File: src/rtl/boot_vec_pkg.sv
package boot_vec_pkg;
  typedef enum logic [2:0] {
    ST_IDLE  = 3'd0,
    ST_ISSUE = 3'd1,
    ST_WAIT  = 3'd2,
    ST_RUN   = 3'd3,
    ST_HALT  = 3'd4
  } bvs_state_e;

  localparam logic [31:0] DEF_COLD_SLOT = 32'h000F_FFF4;
  localparam logic [31:0] DEF_WARM_SLOT = 32'h000F_FFF0;
endpackage

File: src/rtl/bvs_mode_reg.sv
module bvs_mode_reg (
  input  logic clk_i,
  input  logic rst_ni,
  input  logic warm_rst_i,
  output logic cold_o
);
  logic cold_q;

  // async power-on reset dominates any warm request
  always_ff @(posedge clk_i or negedge rst_ni) begin
    if (!rst_ni)         cold_q <= 1'b1;
    else if (warm_rst_i) cold_q <= 1'b0;
  end

  assign cold_o = cold_q;

  p_warm_clears_r4: assert property (@(posedge clk_i) disable iff (!rst_ni)
    warm_rst_i |=> !cold_o);
  p_cold_sticky_r4: assert property (@(posedge clk_i) disable iff (!rst_ni)
    (!cold_o && !warm_rst_i) |=> !cold_o);
endmodule

File: src/rtl/bvs_pc_reg.sv
module bvs_pc_reg #(
  parameter int ADDR_W     = 32,
  parameter int ALIGN_BITS = 2
) (
  input  logic              clk_i,
  input  logic              rst_ni,
  input  logic              load_i,
  input  logic [ADDR_W-1:0] data_i,
  output logic [ADDR_W-1:0] pc_o,
  output logic              misalign_o
);
  logic [ADDR_W-1:0] pc_q;

  always_ff @(posedge clk_i or negedge rst_ni) begin
    if (!rst_ni)     pc_q <= '0;
    else if (load_i) pc_q <= data_i;
  end

  assign pc_o       = pc_q;
  assign misalign_o = |data_i[ALIGN_BITS-1:0];

  p_hold_r7: assert property (@(posedge clk_i) disable iff (!rst_ni)
    !load_i |=> pc_o == $past(pc_o));
endmodule

File: src/rtl/bvs_fetch_fsm.sv
module bvs_fetch_fsm
  import boot_vec_pkg::*;
#(
  parameter int          ADDR_W    = 32,
  parameter logic [31:0] COLD_SLOT = DEF_COLD_SLOT,
  parameter logic [31:0] WARM_SLOT = DEF_WARM_SLOT
) (
  input  logic              clk_i,
  input  logic              rst_ni,
  input  logic              warm_rst_i,
  input  logic              cold_i,
  input  logic              gnt_i,
  input  logic              rvalid_i,
  input  logic              misalign_i,
  output logic              req_o,
  output logic [ADDR_W-1:0] addr_o,
  output logic              load_o,
  output logic              run_o,
  output logic              err_o
);
  bvs_state_e state_q, state_d;

  always_comb begin
    state_d = state_q;
    if (warm_rst_i) begin
      state_d = ST_IDLE;
    end else begin
      unique case (state_q)
        ST_IDLE:  state_d = ST_ISSUE;
        ST_ISSUE: if (gnt_i) state_d = ST_WAIT;
        ST_WAIT:  if (rvalid_i) state_d = misalign_i ? ST_HALT : ST_RUN;
        ST_RUN:   state_d = ST_RUN;
        ST_HALT:  state_d = ST_HALT;
        default:  state_d = ST_IDLE;
      endcase
    end
  end

  always_ff @(posedge clk_i or negedge rst_ni) begin
    if (!rst_ni) state_q <= ST_IDLE;
    else         state_q <= state_d;
  end

  assign req_o  = (state_q == ST_ISSUE);
  assign addr_o = cold_i ? COLD_SLOT[ADDR_W-1:0] : WARM_SLOT[ADDR_W-1:0];
  assign load_o = (state_q == ST_WAIT) && rvalid_i && !warm_rst_i;
  assign run_o  = (state_q == ST_RUN);
  assign err_o  = (state_q == ST_HALT);

  p_req_hold_r5: assert property (@(posedge clk_i) disable iff (!rst_ni)
    (req_o && !gnt_i && !warm_rst_i) |=> (req_o && $stable(addr_o)));
  p_no_req_warm_r8: assert property (@(posedge clk_i) disable iff (!rst_ni)
    warm_rst_i |=> !req_o && !run_o && !err_o);
  p_run_excl_r7: assert property (@(posedge clk_i) disable iff (!rst_ni)
    !(run_o && (req_o || err_o)));
  p_run_sticky_r7: assert property (@(posedge clk_i) disable iff (!rst_ni)
    (run_o && !warm_rst_i) |=> run_o);
  p_err_sticky_r10: assert property (@(posedge clk_i) disable iff (!rst_ni)
    (err_o && !warm_rst_i) |=> (err_o && !req_o));
endmodule

File: src/rtl/boot_vector_seq.sv
module boot_vector_seq
  import boot_vec_pkg::*;
#(
  parameter int          ADDR_W     = 32,
  parameter int          ALIGN_BITS = 2,
  parameter logic [31:0] COLD_SLOT  = DEF_COLD_SLOT,
  parameter logic [31:0] WARM_SLOT  = DEF_WARM_SLOT
) (
  input  logic              clk_i,
  input  logic              rst_ni,
  input  logic              warm_rst_i,
  output logic              mem_req_o,
  output logic [ADDR_W-1:0] mem_addr_o,
  input  logic              mem_gnt_i,
  input  logic              mem_rvalid_i,
  input  logic [ADDR_W-1:0] mem_rdata_i,
  output logic [ADDR_W-1:0] pc_o,
  output logic              run_o,
  output logic              err_o
);
  logic cold, load, misalign;

  bvs_mode_reg u_mode (
    .clk_i      (clk_i),
    .rst_ni     (rst_ni),
    .warm_rst_i (warm_rst_i),
    .cold_o     (cold)
  );

  bvs_pc_reg #(.ADDR_W(ADDR_W), .ALIGN_BITS(ALIGN_BITS)) u_pc (
    .clk_i      (clk_i),
    .rst_ni     (rst_ni),
    .load_i     (load),
    .data_i     (mem_rdata_i),
    .pc_o       (pc_o),
    .misalign_o (misalign)
  );

  bvs_fetch_fsm #(.ADDR_W(ADDR_W), .COLD_SLOT(COLD_SLOT), .WARM_SLOT(WARM_SLOT)) u_fsm (
    .clk_i      (clk_i),
    .rst_ni     (rst_ni),
    .warm_rst_i (warm_rst_i),
    .cold_i     (cold),
    .gnt_i      (mem_gnt_i),
    .rvalid_i   (mem_rvalid_i),
    .misalign_i (misalign),
    .req_o      (mem_req_o),
    .addr_o     (mem_addr_o),
    .load_o     (load),
    .run_o      (run_o),
    .err_o      (err_o)
  );

  p_slot_r2: assert property (@(posedge clk_i) disable iff (!rst_ni)
    mem_req_o |-> (mem_addr_o == COLD_SLOT[ADDR_W-1:0] || mem_addr_o == WARM_SLOT[ADDR_W-1:0]));
  p_pc_from_bus_r6: assert property (@(posedge clk_i) disable iff (!rst_ni)
    $rose(run_o) |-> pc_o == $past(mem_rdata_i));
  p_aligned_r10: assert property (@(posedge clk_i) disable iff (!rst_ni)
    run_o |-> pc_o[ALIGN_BITS-1:0] == '0);
endmodule

File: config.mk
export PLATFORM = sky130hd
export DESIGN_NAME = boot_vector_seq
export DESIGN_NICKNAME = d
export VERILOG_FILES = /design/src/rtl/boot_vec_pkg.sv /design/src/rtl/bvs_mode_reg.sv /design/src/rtl/bvs_pc_reg.sv /design/src/rtl/bvs_fetch_fsm.sv /design/src/rtl/boot_vector_seq.sv
export SDC_FILE = /design/constraint.sdc
export NUM_CORES = 1
export LEC_CHECK = 0
export BUFFER_PORTS_ARGS = -buffer_cell sky130_fd_sc_hd__buf_4
export CORE_MARGIN = 1.5
export CORE_UTILIZATION = 47
export DETAILED_ROUTE_END_ITERATION = 16
export PLACE_DENSITY = 0.82
export SKIP_LAST_GASP = 1
export SYNTH_ARGS = -nofsm -noshare
export SYNTH_HDL_FRONTEND = slang
export SYNTH_HIERARCHICAL = 1
export SYNTH_SLANG_ARGS = --single-unit
File: constraint.sdc
create_clock -name clk_i -period 2.45 [get_ports clk_i]
set_input_delay 0.49 -clock clk_i [delete_from_list [all_inputs] [get_ports clk_i]]
set_output_delay 0.49 -clock clk_i [all_outputs]
set_load 0.005 [all_outputs]
### Yosys cells after proc, flatten, opt, wreduce, memory -nomap -nowiden

Index checks and enable logic that the tools add are counted.

| word-level totals | value |
|---|---|
| ROM bits | 0 |
| bits in registers | 36 |
| word-level logic and storage cells | 21 |
| memories kept | 0 |
| output and inout bits | 67 |
| bits in latches | 0 |
| input port bits | 37 |
| RAM bits | 0 |

| cells by class | value |
|---|---|
| $add $sub $neg | 0 |
| equal/unequal tests | 6 |
| reduce and logical (&&, ||, !) cells | 6 |
| multipliers | 0 |
| bitwise gates (word level) | 0 |
| mux-type cells | 6 |
| $lt $le $gt $ge | 0 |
| divide/modulo/power cells | 0 |
| shift operators | 0 |

Operators by type and width:

| cell | number |
|---|---|
| $mux W3 | 5 |
| $pmux W3 S5 | 1 |
| $eq A3 B2 Y1 const B | 2 |
| $eq A3 B1 Y1 const B | 1 |
| $eq A3 B3 Y1 const B | 1 |
| $logic_not A3 Y1 | 1 |
| $ne A3 B2 Y1 const B | 1 |
| $ne A3 B3 Y1 const B | 1 |
| $logic_and A1 B1 Y1 | 2 |
| $reduce_and A2 Y1 | 1 |
| $reduce_or A2 Y1 | 1 |
| $logic_not A1 Y1 | 1 |

### Logic depth before layout (Yosys ltp)

| logic depth | value |
|---|---|
| depth after elaboration | 5 |
| depth in mapped cells | 6 |

### Modules after synthesis

Netlist, hierarchy kept.

Modules (own cells, without submodules):

| module | area each (sq um) | seq. area each (sq um) | instances | cells an instance |
|---|---|---|---|---|
| bvs_pc_reg | 1351.3 | 800.8 | 1 | 69 |
| bvs_fetch_fsm | 449.2 | 75.1 | 1 | 54 |
| bvs_mode_reg | 40.0 | 26.3 | 1 | 2 |

### Worst setup path before layout

OpenSTA, ideal clock, no wires.

| timing path | value |
|---|---|
| kind | input-to-reg |
| start | input warm_rst_i |
| end | register u_pc.pc_q[0] (netlist: u_pc/pc_o[0]) |
| buffers on the path | 2 |
| setup slack | 0.951 ns |
| data arrival time | 1.374 ns |
| setup time | 0.125 ns |
| stages on the path | 4 |
| cells stage by stage | nor4_1 -> buf_6 -> buf_12 -> mux2_4 |

| on the way | value |
|---|---|
| longest elaborated chain between the ends | 2 |

Ends and longest elaborated chain:

| what | line | RTL |
|---|---|---|
| start: declaration | boot_vector_seq.sv:11 | `input logic warm_rst_i,` |
| $logic_not A1 Y1 | bvs_fetch_fsm.sv:46 | `assign load_o = (state_q == ST_WAIT) && rvalid_i && !warm_rst_i;` |
| $logic_and A1 B1 Y1 | bvs_fetch_fsm.sv:46 |  |
| end signal: assignment | bvs_pc_reg.sv:16 | `else if (load_i) pc_q <= data_i;` |
| end: declaration | bvs_pc_reg.sv:12 | `logic [ADDR_W-1:0] pc_q;` |

No other way between the ends.
A chain may end at the register's enable or synchronous reset.

### Final worst setup path

| timing path | value |
|---|---|
| start | register u_fsm.state_q[2] |
| end | register u_pc.pc_q[31] (netlist: u_pc/pc_o[31]) |

| on the way | value |
|---|---|
| longest elaborated chain between the ends | 3 |

Ends and longest elaborated chain:

| what | line | RTL |
|---|---|---|
| start: declaration | bvs_fetch_fsm.sv:21 | `bvs_state_e state_q, state_d;` |
| start signal: assignment | bvs_fetch_fsm.sv:41 | `else state_q <= state_d;` |
| $eq A3 B2 Y1 | bvs_fetch_fsm.sv:46 |  |
| $logic_and A1 B1 Y1 (2 in series) | bvs_fetch_fsm.sv:46 |  |
| named net load | boot_vector_seq.sv:21 | `logic cold, load, misalign;` |

The timed path passes the listed nets, and every way through them passes these cells.

==> metrics.md <==
| Metric | Value |
|---|---|
| Outcome | `finished, final reports clean` |
| Average wire length per cell after detail routing | `12.9 µm` |
| Final weighted congestion in routability-driven placement | `0.769` |
| Count of hold-fix buffers inserted at cts | `0` |
| Overflow left after global routing | `0` |
| Netlist cell types | `24` |
| Gr usage total | `15.7%` |
| Gate count of the mapped netlist | `125` |
| Diodes inserted | `0` |
| Clock period minus worst slack | `1.68 ns` |
| # nets final | `234` |
| Period utilisation layout | `68.5%` |
| Startpoint of the worst register-to-register path | `u_fsm/state_q[2]` |
| Detailed-route DRC error count | `0` |
| Chip Width | `65.6 µm` |
| Core Box Area | `3720 µm²` |
| Maximum buffer depth of the clock tree | `2` |
| Clock network latency to the later pin of the worst-skew pair | `0.28 ns` |
| Setup repair after global routing missed its margin | `no` |
| Sinks on Clock Net | `36` |
| Inserted Clock Buffers | `5` |
| Number of vias per cell after detailed routing | `4.43` |
| Antenna violations before repair | `0` |
| Number of placed I/O pins | `104` |
| Required time of the critical path | `2.62 ns` |
| Maximum number of pins on one net before global-route repair | `37` |
| TritonCTS clock tree | `yes` |
| H-Tree Level Count | `2` |
| Mapped cell area | `1840 µm²` |
| Post-CTS setup repair buffer count | `0` |
| Clock slew at the register clock pins of the worst setup and hold paths | `0.07 ns` |
| Standard-cell rows | `22` |
| Classification of the worst setup path | `register to register` |
| Max Fclk | `596 MHz` |
| Starting utilization of the core area | `49.5%` |
| Setup WS post-layout | `0.771 ns` |
| Filler instances | `301` |
| Final setup TNS | `0 ns` |
| Count of yosys warnings during synthesis | `6` |
| Number of setup violations in the final report | `0` |
| Global-route wire length before repair | `5020 µm` |
| IR drop worst, VDD | `0.452 mV` |
| Routed wire length | `3170 µm` |
| Fraction of final layout cells with drive strength greater than 1 | `60.1%` |
| Type of the most critical hold path | `input pin to async pin` |
| Cell at the root of the clock tree | `sky130_fd_sc_hd__clkbuf_8` |
| Cells resized by post-CTS repair | `0` |
| Static leakage power | `0.00122 µW` |
| Post-placement worst setup slack | `0.669 ns` |
| Avg Inst Size Synth | `14.7 µm²` |
| Growth of design area from synthesis to finish | `28.5%` |
| Total number of vias | `1091` |
| Register bit count reported by yosys | `36` |
| Count of buffers inserted at the top-level ports | `72` |
| Reg2reg path depth | `3` |
| Final HPWL DP | `2360 µm` |
| Biggest fanout along the worst timing path | `32` |
| Number of global-route vias before repair | `1043` |
| Max-slew violation count | `0` |
| Critical Path Start Type | `register` |
| Hold Vio Cnt, Final | `0` |
| ANT nets after route | `0` |
| Die height | `65.6 µm` |
| Number of DRC markers after the initial detailed-route iteration | `54` |
| Endpoint class of the critical path | `register` |
| Endpoint of the worst-slack reg-to-reg timing path | `u_pc/pc_o[31]` |
| Detailed-routing iteration count for the pre-antenna-repair pass | `4` |
| Max-Cap Viols | `0` |
| Die area | `4300 µm²` |
| Register area share after synthesis | `49.0%` |
| Power density relative to cell area | `867 nW/µm²` |
| WHS | `0.147 ns` |
| Register-to-register setup slack | `0.77 ns` |
| Worst Path Arrival | `1.85 ns` |
| Skew final | `0.00137 ns` |
==> state kept, by name, indices dropped and copies added (netlist names) <==
name	flops
u_pc/pc_o	32
u_fsm/state_q	3
u_mode/cold_o	1
==> how the worst max path moves through the flow <==
stage / startpoint / endpoint / slack (ns) / cells after the start
CTS: u_fsm/state_q[2] / u_pc/pc_o[29] / 0.75 / 3
detailed placement: warm_rst_i / u_pc/pc_o[29] / 0.67 / 4
global route: u_fsm/state_q[1] / run_o / 0.66 / 3
finish: u_fsm/state_q[2] / u_pc/pc_o[31] / 0.77 / 3
global placement: warm_rst_i / u_pc/pc_o[31] / 0.72 / 4
floorplan: warm_rst_i / u_pc/pc_o[0] / 0.95 / 4
==> through the flow <==
step                power [µW]  instance area, µm²  instances  util, %
floorplan                 1220                1950        154        -
global placement          1540                2250        238     60.6
detailed placement        1560                2250        238     60.6
CTS                       2080                2360        246     63.6
global route              2180                2360        246     63.6
finish                    2050                2360        246     63.6
==> critical path, stage by stage (launching register included) <==
cell and delay (ns):
sky130_fd_sc_hd__dfrtp_1 0.45, sky130_fd_sc_hd__nor4_2 0.43, sky130_fd_sc_hd__buf_12 0.30, sky130_fd_sc_hd__mux2_2 0.36
==> power breakdown <==
part	internal, µW	switching (µW)
logic	477	182
registers	777	110
clock network	301	203
==> synthesized netlist by cell type <==
cell type / instances / area share, %
sky130_fd_sc_hd__o311a_1: 1 / 0.54
sky130_fd_sc_hd__o21ai_0: 1 / 0.27
sky130_fd_sc_hd__or2_2: 1 / 0.34
sky130_fd_sc_hd__nor4_1: 1 / 0.34
sky130_fd_sc_hd__nand2_1: 1 / 0.20
sky130_fd_sc_hd__and2b_1: 1 / 0.41
sky130_fd_sc_hd__nand3b_1: 1 / 0.41
sky130_fd_sc_hd__a21bo_1: 1 / 0.54
sky130_fd_sc_hd__nand2b_1: 1 / 0.34
sky130_fd_sc_hd__nor2b_4: 1 / 0.75
sky130_fd_sc_hd__buf_4: 32 / 13
sky130_fd_sc_hd__a211oi_2: 1 / 0.68
sky130_fd_sc_hd__dfrtp_1: 35 / 48
sky130_fd_sc_hd__conb_1: 2 / 0.41
sky130_fd_sc_hd__nor2_1: 1 / 0.20
sky130_fd_sc_hd__inv_2: 1 / 0.20
sky130_fd_sc_hd__mux2_2: 2 / 1.2
sky130_fd_sc_hd__buf_12: 3 / 3.3
sky130_fd_sc_hd__a21boi_1: 1 / 0.41
sky130_fd_sc_hd__nand4b_1: 1 / 0.48
sky130_fd_sc_hd__dfstp_2: 1 / 1.4
sky130_fd_sc_hd__buf_6: 2 / 1.2
sky130_fd_sc_hd__nor3b_1: 3 / 1.2
sky130_fd_sc_hd__mux2_4: 30 / 24
==> metal layers <==
layer  part of all wire [%]  vias up  global-route usage, %
met5                      0        -                      0
met4                    1.9        0                   7.03
met3                    9.1        6                   4.97
met2                     47       70                   24.4
met1                     42      516                   20.2
li1                       -      499                      -
==> cells in the final DEF (no fill, tap or decap), types with 2 or more instances in the layout <==
master                     count
sky130_fd_sc_hd__buf_4        72
sky130_fd_sc_hd__clkbuf_8      5
sky130_fd_sc_hd__conb_1       31
sky130_fd_sc_hd__dfrtp_1      35
sky130_fd_sc_hd__mux2_2        2
sky130_fd_sc_hd__mux2_4       30
sky130_fd_sc_hd__nor3b_1       3
==> final cells by class <==
type | instances | area (µm²) | share of cell area (%)
Clock buffer | 5 | 68.8 | 2.91
Clock inverter | 3 | 42.5 | 1.80
Inverter | 1 | 3.75 | 0.159
Multi-Input combinational cell | 80 | 727 | 30.7
Sequential cell | 36 | 902 | 38.1
Tap cell | 48 | 60.1 | 2.54
Timing Repair Buffer | 73 | 561 | 23.7
==> logic make-up after synthesis <==
family / count (synthesis) / share of synthesized area [%]
buf+inv: 38 / 17.7
flops: 36 / 49.0
mux: 32 / 25.7
simple gates: 12 / 4.69
compound gates: 5 / 2.45
other cells: 2 / 0.408
No activity file was read; power rests on OpenSTA's default activity.
